<file path="src/rtl/tt_pkg.sv">
package tt_pkg;
    localparam int TEMP_W = 7;
    localparam int WORD_W = 64;

    // Field positions in the control/status word
    localparam int LO_LSB     = 0;
    localparam int LO_EN_BIT  = 7;
    localparam int HI_LSB     = 8;
    localparam int HI_EN_BIT  = 15;
    localparam int TRIP_LSB   = 24;
    localparam int ST_LO_BIT  = 32;
    localparam int ST_HI_BIT  = 33;
    localparam int POLICY_BIT = 44;

    typedef enum logic [1:0] {
        THR_NONE   = 2'd0,
        THR_HALF   = 2'd1,
        THR_NINETY = 2'd2,
        THR_FULL   = 2'd3
    } thr_level_e;

    typedef struct packed {
        logic              policy_half;
        logic [TEMP_W-1:0] trip;
        logic              en_hi;
        logic [TEMP_W-1:0] lim_hi;
        logic              en_lo;
        logic [TEMP_W-1:0] lim_lo;
    } cfg_t;

    typedef struct packed {
        logic hit_hi;
        logic hit_lo;
    } stat_t;

    function automatic cfg_t unpack_cfg(input logic [WORD_W-1:0] w);
        cfg_t c;
        c.lim_lo      = w[LO_LSB   +: TEMP_W];
        c.en_lo       = w[LO_EN_BIT];
        c.lim_hi      = w[HI_LSB   +: TEMP_W];
        c.en_hi       = w[HI_EN_BIT];
        c.trip        = w[TRIP_LSB +: TEMP_W];
        c.policy_half = w[POLICY_BIT];
        return c;
    endfunction

    function automatic logic [WORD_W-1:0] pack_ctrl(input cfg_t c, input stat_t s);
        logic [WORD_W-1:0] w;
        w = '0;
        w[LO_LSB   +: TEMP_W] = c.lim_lo;
        w[LO_EN_BIT]          = c.en_lo;
        w[HI_LSB   +: TEMP_W] = c.lim_hi;
        w[HI_EN_BIT]          = c.en_hi;
        w[TRIP_LSB +: TEMP_W] = c.trip;
        w[ST_LO_BIT]          = s.hit_lo;
        w[ST_HI_BIT]          = s.hit_hi;
        w[POLICY_BIT]         = c.policy_half;
        return w;
    endfunction
endpackage

</file>
<file path="src/rtl/tt_cfg_regs.sv">
module tt_cfg_regs
    import tt_pkg::*;
#(
    parameter logic [TEMP_W-1:0] TRIP_RESET = '1
) (
    input  logic              clk,
    input  logic              rst,
    input  logic              wr_i,
    input  logic              addr_i,
    input  logic [WORD_W-1:0] wdata_i,
    output cfg_t              cfg_o
);
    cfg_t cfg_q;

    always_ff @(posedge clk) begin
        if (rst) begin
            cfg_q      <= '0;
            cfg_q.trip <= TRIP_RESET;
        end else if (wr_i && !addr_i) begin
            cfg_q <= unpack_cfg(wdata_i);
        end
    end

    assign cfg_o = cfg_q;

    // configuration moves only on a write strobe
    p_cfg_hold_r8: assert property (@(posedge clk) disable iff (rst)
        !$past(wr_i) |-> $stable(cfg_q));
endmodule

</file>
<file path="src/rtl/tt_eval.sv">
module tt_eval
    import tt_pkg::*;
(
    input  logic              clk,
    input  logic              rst,
    input  logic [TEMP_W-1:0] temp_i,
    input  logic              no_thr_i,
    input  cfg_t              cfg_i,
    output logic [TEMP_W-1:0] temp_o,
    output stat_t             stat_o,
    output thr_level_e        level_o,
    output logic              shut_o
);
    logic [TEMP_W-1:0] temp_q;
    logic              no_thr_q;
    stat_t             stat_d, stat_q;
    thr_level_e        level_d, level_q;
    logic              shut_d, shut_q;

    // Stage 1: register the sample and the capability
    always_ff @(posedge clk) begin
        if (rst) begin
            temp_q   <= '0;
            no_thr_q <= 1'b0;
        end else begin
            temp_q   <= temp_i;
            no_thr_q <= no_thr_i;
        end
    end

    // Stage 2: compare and pick a level
    always_comb begin
        stat_d.hit_lo = cfg_i.en_lo && (temp_q >= cfg_i.lim_lo);
        stat_d.hit_hi = cfg_i.en_hi && (temp_q >= cfg_i.lim_hi);
        shut_d        = (temp_q >= cfg_i.trip);
        if (no_thr_q)           level_d = THR_NONE;
        else if (stat_d.hit_hi) level_d = THR_FULL;
        else if (stat_d.hit_lo) level_d = cfg_i.policy_half ? THR_HALF : THR_NINETY;
        else                    level_d = THR_NONE;
    end

    always_ff @(posedge clk) begin
        if (rst) begin
            stat_q  <= '0;
            level_q <= THR_NONE;
            shut_q  <= 1'b0;
        end else begin
            stat_q  <= stat_d;
            level_q <= level_d;
            shut_q  <= shut_d;
        end
    end

    assign temp_o  = temp_q;
    assign stat_o  = stat_q;
    assign level_o = level_q;
    assign shut_o  = shut_q;

    // no throttling when the device lacks the capability
    p_cap_none_r7: assert property (@(posedge clk) disable iff (rst)
        $past(no_thr_q) |-> level_q == THR_NONE);
    // high limit status always means full throttle when capable
    p_hi_full_r4: assert property (@(posedge clk) disable iff (rst)
        (stat_q.hit_hi && !$past(no_thr_q)) |-> level_q == THR_FULL);
    // any throttling needs a reached (enabled) limit
    p_level_needs_hit_r5: assert property (@(posedge clk) disable iff (rst)
        (level_q != THR_NONE) |-> (stat_q.hit_lo || stat_q.hit_hi));
    // partial throttle codes only without the high limit
    p_partial_lo_only_r3: assert property (@(posedge clk) disable iff (rst)
        (level_q == THR_HALF || level_q == THR_NINETY) |-> (stat_q.hit_lo && !stat_q.hit_hi));
endmodule

</file>
<file path="src/rtl/tt_readout.sv">
module tt_readout
    import tt_pkg::*;
(
    input  logic              addr_i,
    input  cfg_t              cfg_i,
    input  stat_t             stat_i,
    input  logic [TEMP_W-1:0] temp_i,
    output logic [WORD_W-1:0] rdata_o
);
    always_comb begin
        if (addr_i) rdata_o = {{(WORD_W-TEMP_W){1'b0}}, temp_i};
        else        rdata_o = pack_ctrl(cfg_i, stat_i);
    end
endmodule

</file>
<file path="src/rtl/thermal_throttle_ctrl.sv">
module thermal_throttle_ctrl
    import tt_pkg::*;
#(
    parameter logic [6:0] TRIP_RESET = 7'd127
) (
    input  logic        clk,
    input  logic        rst,
    input  logic [6:0]  temp_i,
    input  logic        no_throttle_i,
    input  logic        reg_wr_i,
    input  logic        reg_addr_i,
    input  logic [63:0] reg_wdata_i,
    output logic [63:0] reg_rdata_o,
    output logic [1:0]  throttle_o,
    output logic        shutdown_o
);
    cfg_t              cfg;
    stat_t             stat;
    thr_level_e        level;
    logic [TEMP_W-1:0] temp_q;

    tt_cfg_regs #(.TRIP_RESET(TRIP_RESET)) u_regs (
        .clk(clk), .rst(rst), .wr_i(reg_wr_i), .addr_i(reg_addr_i),
        .wdata_i(reg_wdata_i), .cfg_o(cfg)
    );

    tt_eval u_eval (
        .clk(clk), .rst(rst), .temp_i(temp_i), .no_thr_i(no_throttle_i),
        .cfg_i(cfg), .temp_o(temp_q), .stat_o(stat), .level_o(level),
        .shut_o(shutdown_o)
    );

    tt_readout u_rd (
        .addr_i(reg_addr_i), .cfg_i(cfg), .stat_i(stat), .temp_i(temp_q),
        .rdata_o(reg_rdata_o)
    );

    assign throttle_o = level;

    // outputs idle in the cycle after reset
    p_reset_idle_r1: assert property (@(posedge clk)
        $past(rst) |-> (throttle_o == 2'd0 && !shutdown_o));
endmodule

</file>
<file path="config.mk">
export PLATFORM = sky130hd
export DESIGN_NAME = thermal_throttle_ctrl
export DESIGN_NICKNAME = d
export VERILOG_FILES = /design/src/rtl/tt_pkg.sv /design/src/rtl/tt_cfg_regs.sv /design/src/rtl/tt_eval.sv /design/src/rtl/tt_readout.sv /design/src/rtl/thermal_throttle_ctrl.sv
export SDC_FILE = /design/constraint.sdc
export NUM_CORES = 1
export LEC_CHECK = 0
export BUFFER_PORTS_ARGS = -buffer_cell sky130_fd_sc_hd__buf_2
export CAP_MARGIN = 15
export CORE_UTILIZATION = 42
export CTS_CLUSTER_SIZE = 40
export DETAILED_ROUTE_END_ITERATION = 10
export GPL_TIMING_DRIVEN = 0
export PLACE_DENSITY = 0.84
export SLEW_MARGIN = 0
export SYNTH_ARGS = -nofsm -noshare
export SYNTH_HDL_FRONTEND = slang
export SYNTH_SLANG_ARGS = --single-unit
</file>
<file path="constraint.sdc">
create_clock -name clk -period 1.6 [get_ports clk]
set_clock_uncertainty 0.05 [all_clocks]
set_input_delay 0.16 -clock clk [delete_from_list [all_inputs] [get_ports clk]]
set_output_delay 0.16 -clock clk [all_outputs]
set_load 0.02 [all_outputs]
</file>
==> flow_metrics.py <==
metrics = {
    "final_layout": {
        "layout-drive-gt1-share_pct": 31.0,
        "antennaDiodeCount": 0,
        "synthToLayoutAreaGrowth_pct": 29.9,
        "final_core_util_pct": 57.8,
        "layout.nets": 480,
        "n_fill_cell": 495,
        "fin_cells": 451,
        "multi_input_area_sq_um": 1130,
        "ff_latch_area_sq_um": 741,
    },
    "drt": {
        "ant_nets": 0,
        "drc": 0,
        "vias": 1933,
        "viasPerCell": 4.29,
        "firstDrtPassIters": 4,
        "avgRoutedWirePerCell_microns": 11.0,
        "wirelength_mm": 4.94,
        "drt_iter0_drc": 73,
    },
    "timing": {
        "drv_slew": 0,
        "fin_ws_ns": 0.119,
        "timing.setup.tns_ns": 0,
        "period_needed_ns": 1.48,
        "hold_viol_final": 0,
        "worst_slew_pin_slew_ns": 0.501,
        "slew_headroom_pct": 66.6,
        "timing.fmax_mhz": 675,
        "setup_violations": 0,
        "period_share_pct": 92.6,
        "rsz0062_at_grt": "no",
    },
    "worst_setup_path": {
        "crit_required_ns": 1.71,
        "cp.arrival_ns": 1.59,
        "start_kind": "flip-flop",
        "reg2reg_slack_ns": 0.12,
        "end_kind": "flip-flop",
        "crit_type": "flip-flop to flip-flop",
        "cp_max_fo": 3,
    },
    "floorplanning": {
        "fp-row-count": 25,
        "ios": 143,
        "fp.dieH_microns": 73.5,
        "fp.dieArea_sq_um": 5400,
        "core_sq_um": 4820,
        "start_util_pct": 44.5,
        "die_w_microns": 73.5,
    },
    "global_routing": {
        "grt_pass1_wl_mm": 7.65,
        "overflow": 0,
        "grt_pass1_vias": 1737,
        "grt_max_degree": 13,
        "antenna_found_initial": 0,
        "grt_util_all_layers_pct": 18.9,
    },
    "pwr": {
        "leakagePower_uw": 0.00147,
        "power_uw": 2150,
        "worst_ir_drop_vdd_mv": 0.551,
        "powerDensity_nw_per_um2": 773,
    },
    "cts": {
        "cts_max_path_buffers": 2,
        "cts_buffers": 5,
        "cts_tree": "yes",
        "worstSkewPairLatency_ns": 0.29,
        "ctsHtreeMaxLevel": 2,
        "clkTransAtPathRegs_ns": 0.08,
        "holdBufCountCts": 0,
        "cts_root_buf": "clkbuf_8",
        "cts_sinks": 37,
    },
    "synthesis": {
        "netlist_area_sq_um": 2140,
        "ys_ff_latch": 37,
        "yosysWarnings": 0,
        "syn_inst": 275,
        "syn_area_per_cell_sq_um": 7.80,
        "ys_seq_area_share_pct": 34.5,
        "synth.distinct_cells": 25,
    },
    "placement": {
        "dpl_worst_slack_ns": 0.00629,
        "gp_congestion": 0.845,
        "port-buffer-count": 64,
        "dp.cells": 443,
        "hpwl_mm": 3.98,
    },
    "job": {
        "maxCapViolations": 0,
    },
    "hold_path": {
        "hp-class": "primary input to flip-flop",
    },
    "outcome": {
        "run_status": "finished clean",
    },
}
[through the flow]
stage	hold slack (ns)	cell area (sq um)
after detailed placement	0.322	2690
final	0.0178	2790
after global placement	0.316	2690
after global routing	0.0173	2790
after floorplan	0.228	2280
after CTS	0.0188	2780
[cell usage after synthesis]
cell type	instances	share of area, %
o21ai_0	11	2.6
mux2_2	1	0.53
a211oi_1	3	1.1
nand3b_1	1	0.35
nand3_1	1	0.23
or3_1	1	0.29
o2111ai_1	1	0.41
clkbuf_1	5	0.88
buf_2	3	0.70
a211o_1	6	2.5
o32ai_1	2	0.82
buf_4	40	14
o22ai_1	2	0.58
ha_1	21	12
buf_1	2	0.35
nor3b_1	1	0.35
conb_1	1	0.17
dfxtp_1	37	35
nand2b_1	1	0.29
nand4_1	2	0.58
inv_1	22	3.9
nor2b_1	17	5.0
a21oi_1	23	5.4
nand2_1	45	7.9
nor2_1	26	4.6
[layer usage]
metal  wire length, microns  GRT usage, %  vias to the layer above
met5                      0             0                        -
met3                    435          5.62                        9
met2                   2390          33.6                       83
li1                       -             -                     1026
met1                   2050          21.9                      815
met4                     59          4.91                        0
[area by class of cell]
| type | instances | area share (%) |
|---|---|---|
| repair buffers | 64 | 11.5 |
| multi-input cells | 203 | 40.6 |
| flip-flops and latches | 37 | 26.6 |
| clock buffers | 5 | 2.47 |
| plain buffers | 50 | 12.3 |
| clock inverters | 3 | 0.629 |
| inverters | 22 | 2.96 |
| well taps | 67 | 3.01 |
[state kept, by name, indices dropped and copies added, names as in the netlist]
name and count:
u_eval.shut_o 1, u_regs.cfg_o 24, u_eval.temp_o 7, u_eval.stat_o 2, u_eval.level_o 2, u_eval.no_thr_q 1
[where the power goes]
group          total (uW)  internal (uW)  leakage (uW)  switching, uW
clock                 635            300     0.0000439            335
combinational         521            214       0.00112            307
sequential            997            967      0.000304           30.0
total                2150           1480       0.00147            672
[worst max-delay path, cell delays in order, from the launching register on]
cell	delay [ns]
dfxtp_1	0.34
inv_1	0.06
ha_1	0.32
a211oi_2	0.19
o22ai_1	0.12
a21oi_2	0.16
o32ai_1	0.12
[cell families (layout without fill, tap and decap cells)]
group                    Yosys count  count (layout)  share of synthesized area (%)
buffers and inverters             72             144                           19.8
adder cells (fa/ha/maj)           21              21                           12.3
flip-flops                        37              37                           34.5
other                              1              38                          0.175
AO/OA/AOI/OAI                     48              48                           13.2
multiplexers                       1               1                          0.525
AND/OR/NAND/NOR                   95              95                           19.5
[final timing paths]
kind | from | to | cells past startpoint
max | u_regs.cfg_o[5] | u_eval.level_o[0] | 6
min | reg_wdata_i[28] | u_regs.cfg_o[20] | 2
max reg2reg | u_regs.cfg_o[5] | u_eval.level_o[0] | 6
min reg2reg | u_regs.cfg_o[6] | u_regs.cfg_o[6] | 2
[cells in the final DEF (no fill, tap or decap), drive strengths merged, types with 3 or more instances in the layout]
master / netlist / routed
buf: 45 / 109
nor2: 26 / 26
inv: 22 / 22
o21ai: 11 / 11
clkbuf: 5 / 10
a211o: 6 / 6
ha: 21 / 21
a211oi: 3 / 3
nor2b: 17 / 17
nand2: 45 / 45
dfxtp: 37 / 37
conb: 1 / 38
a21oi: 23 / 23
[what timing repair did]
action | in CTS | in global routing
resized for setup | 1 | 3
buffers inserted | 0 | 0
setup endpoints to repair | 1 | 3
Note: power is estimated with default switching activity, not from simulation.
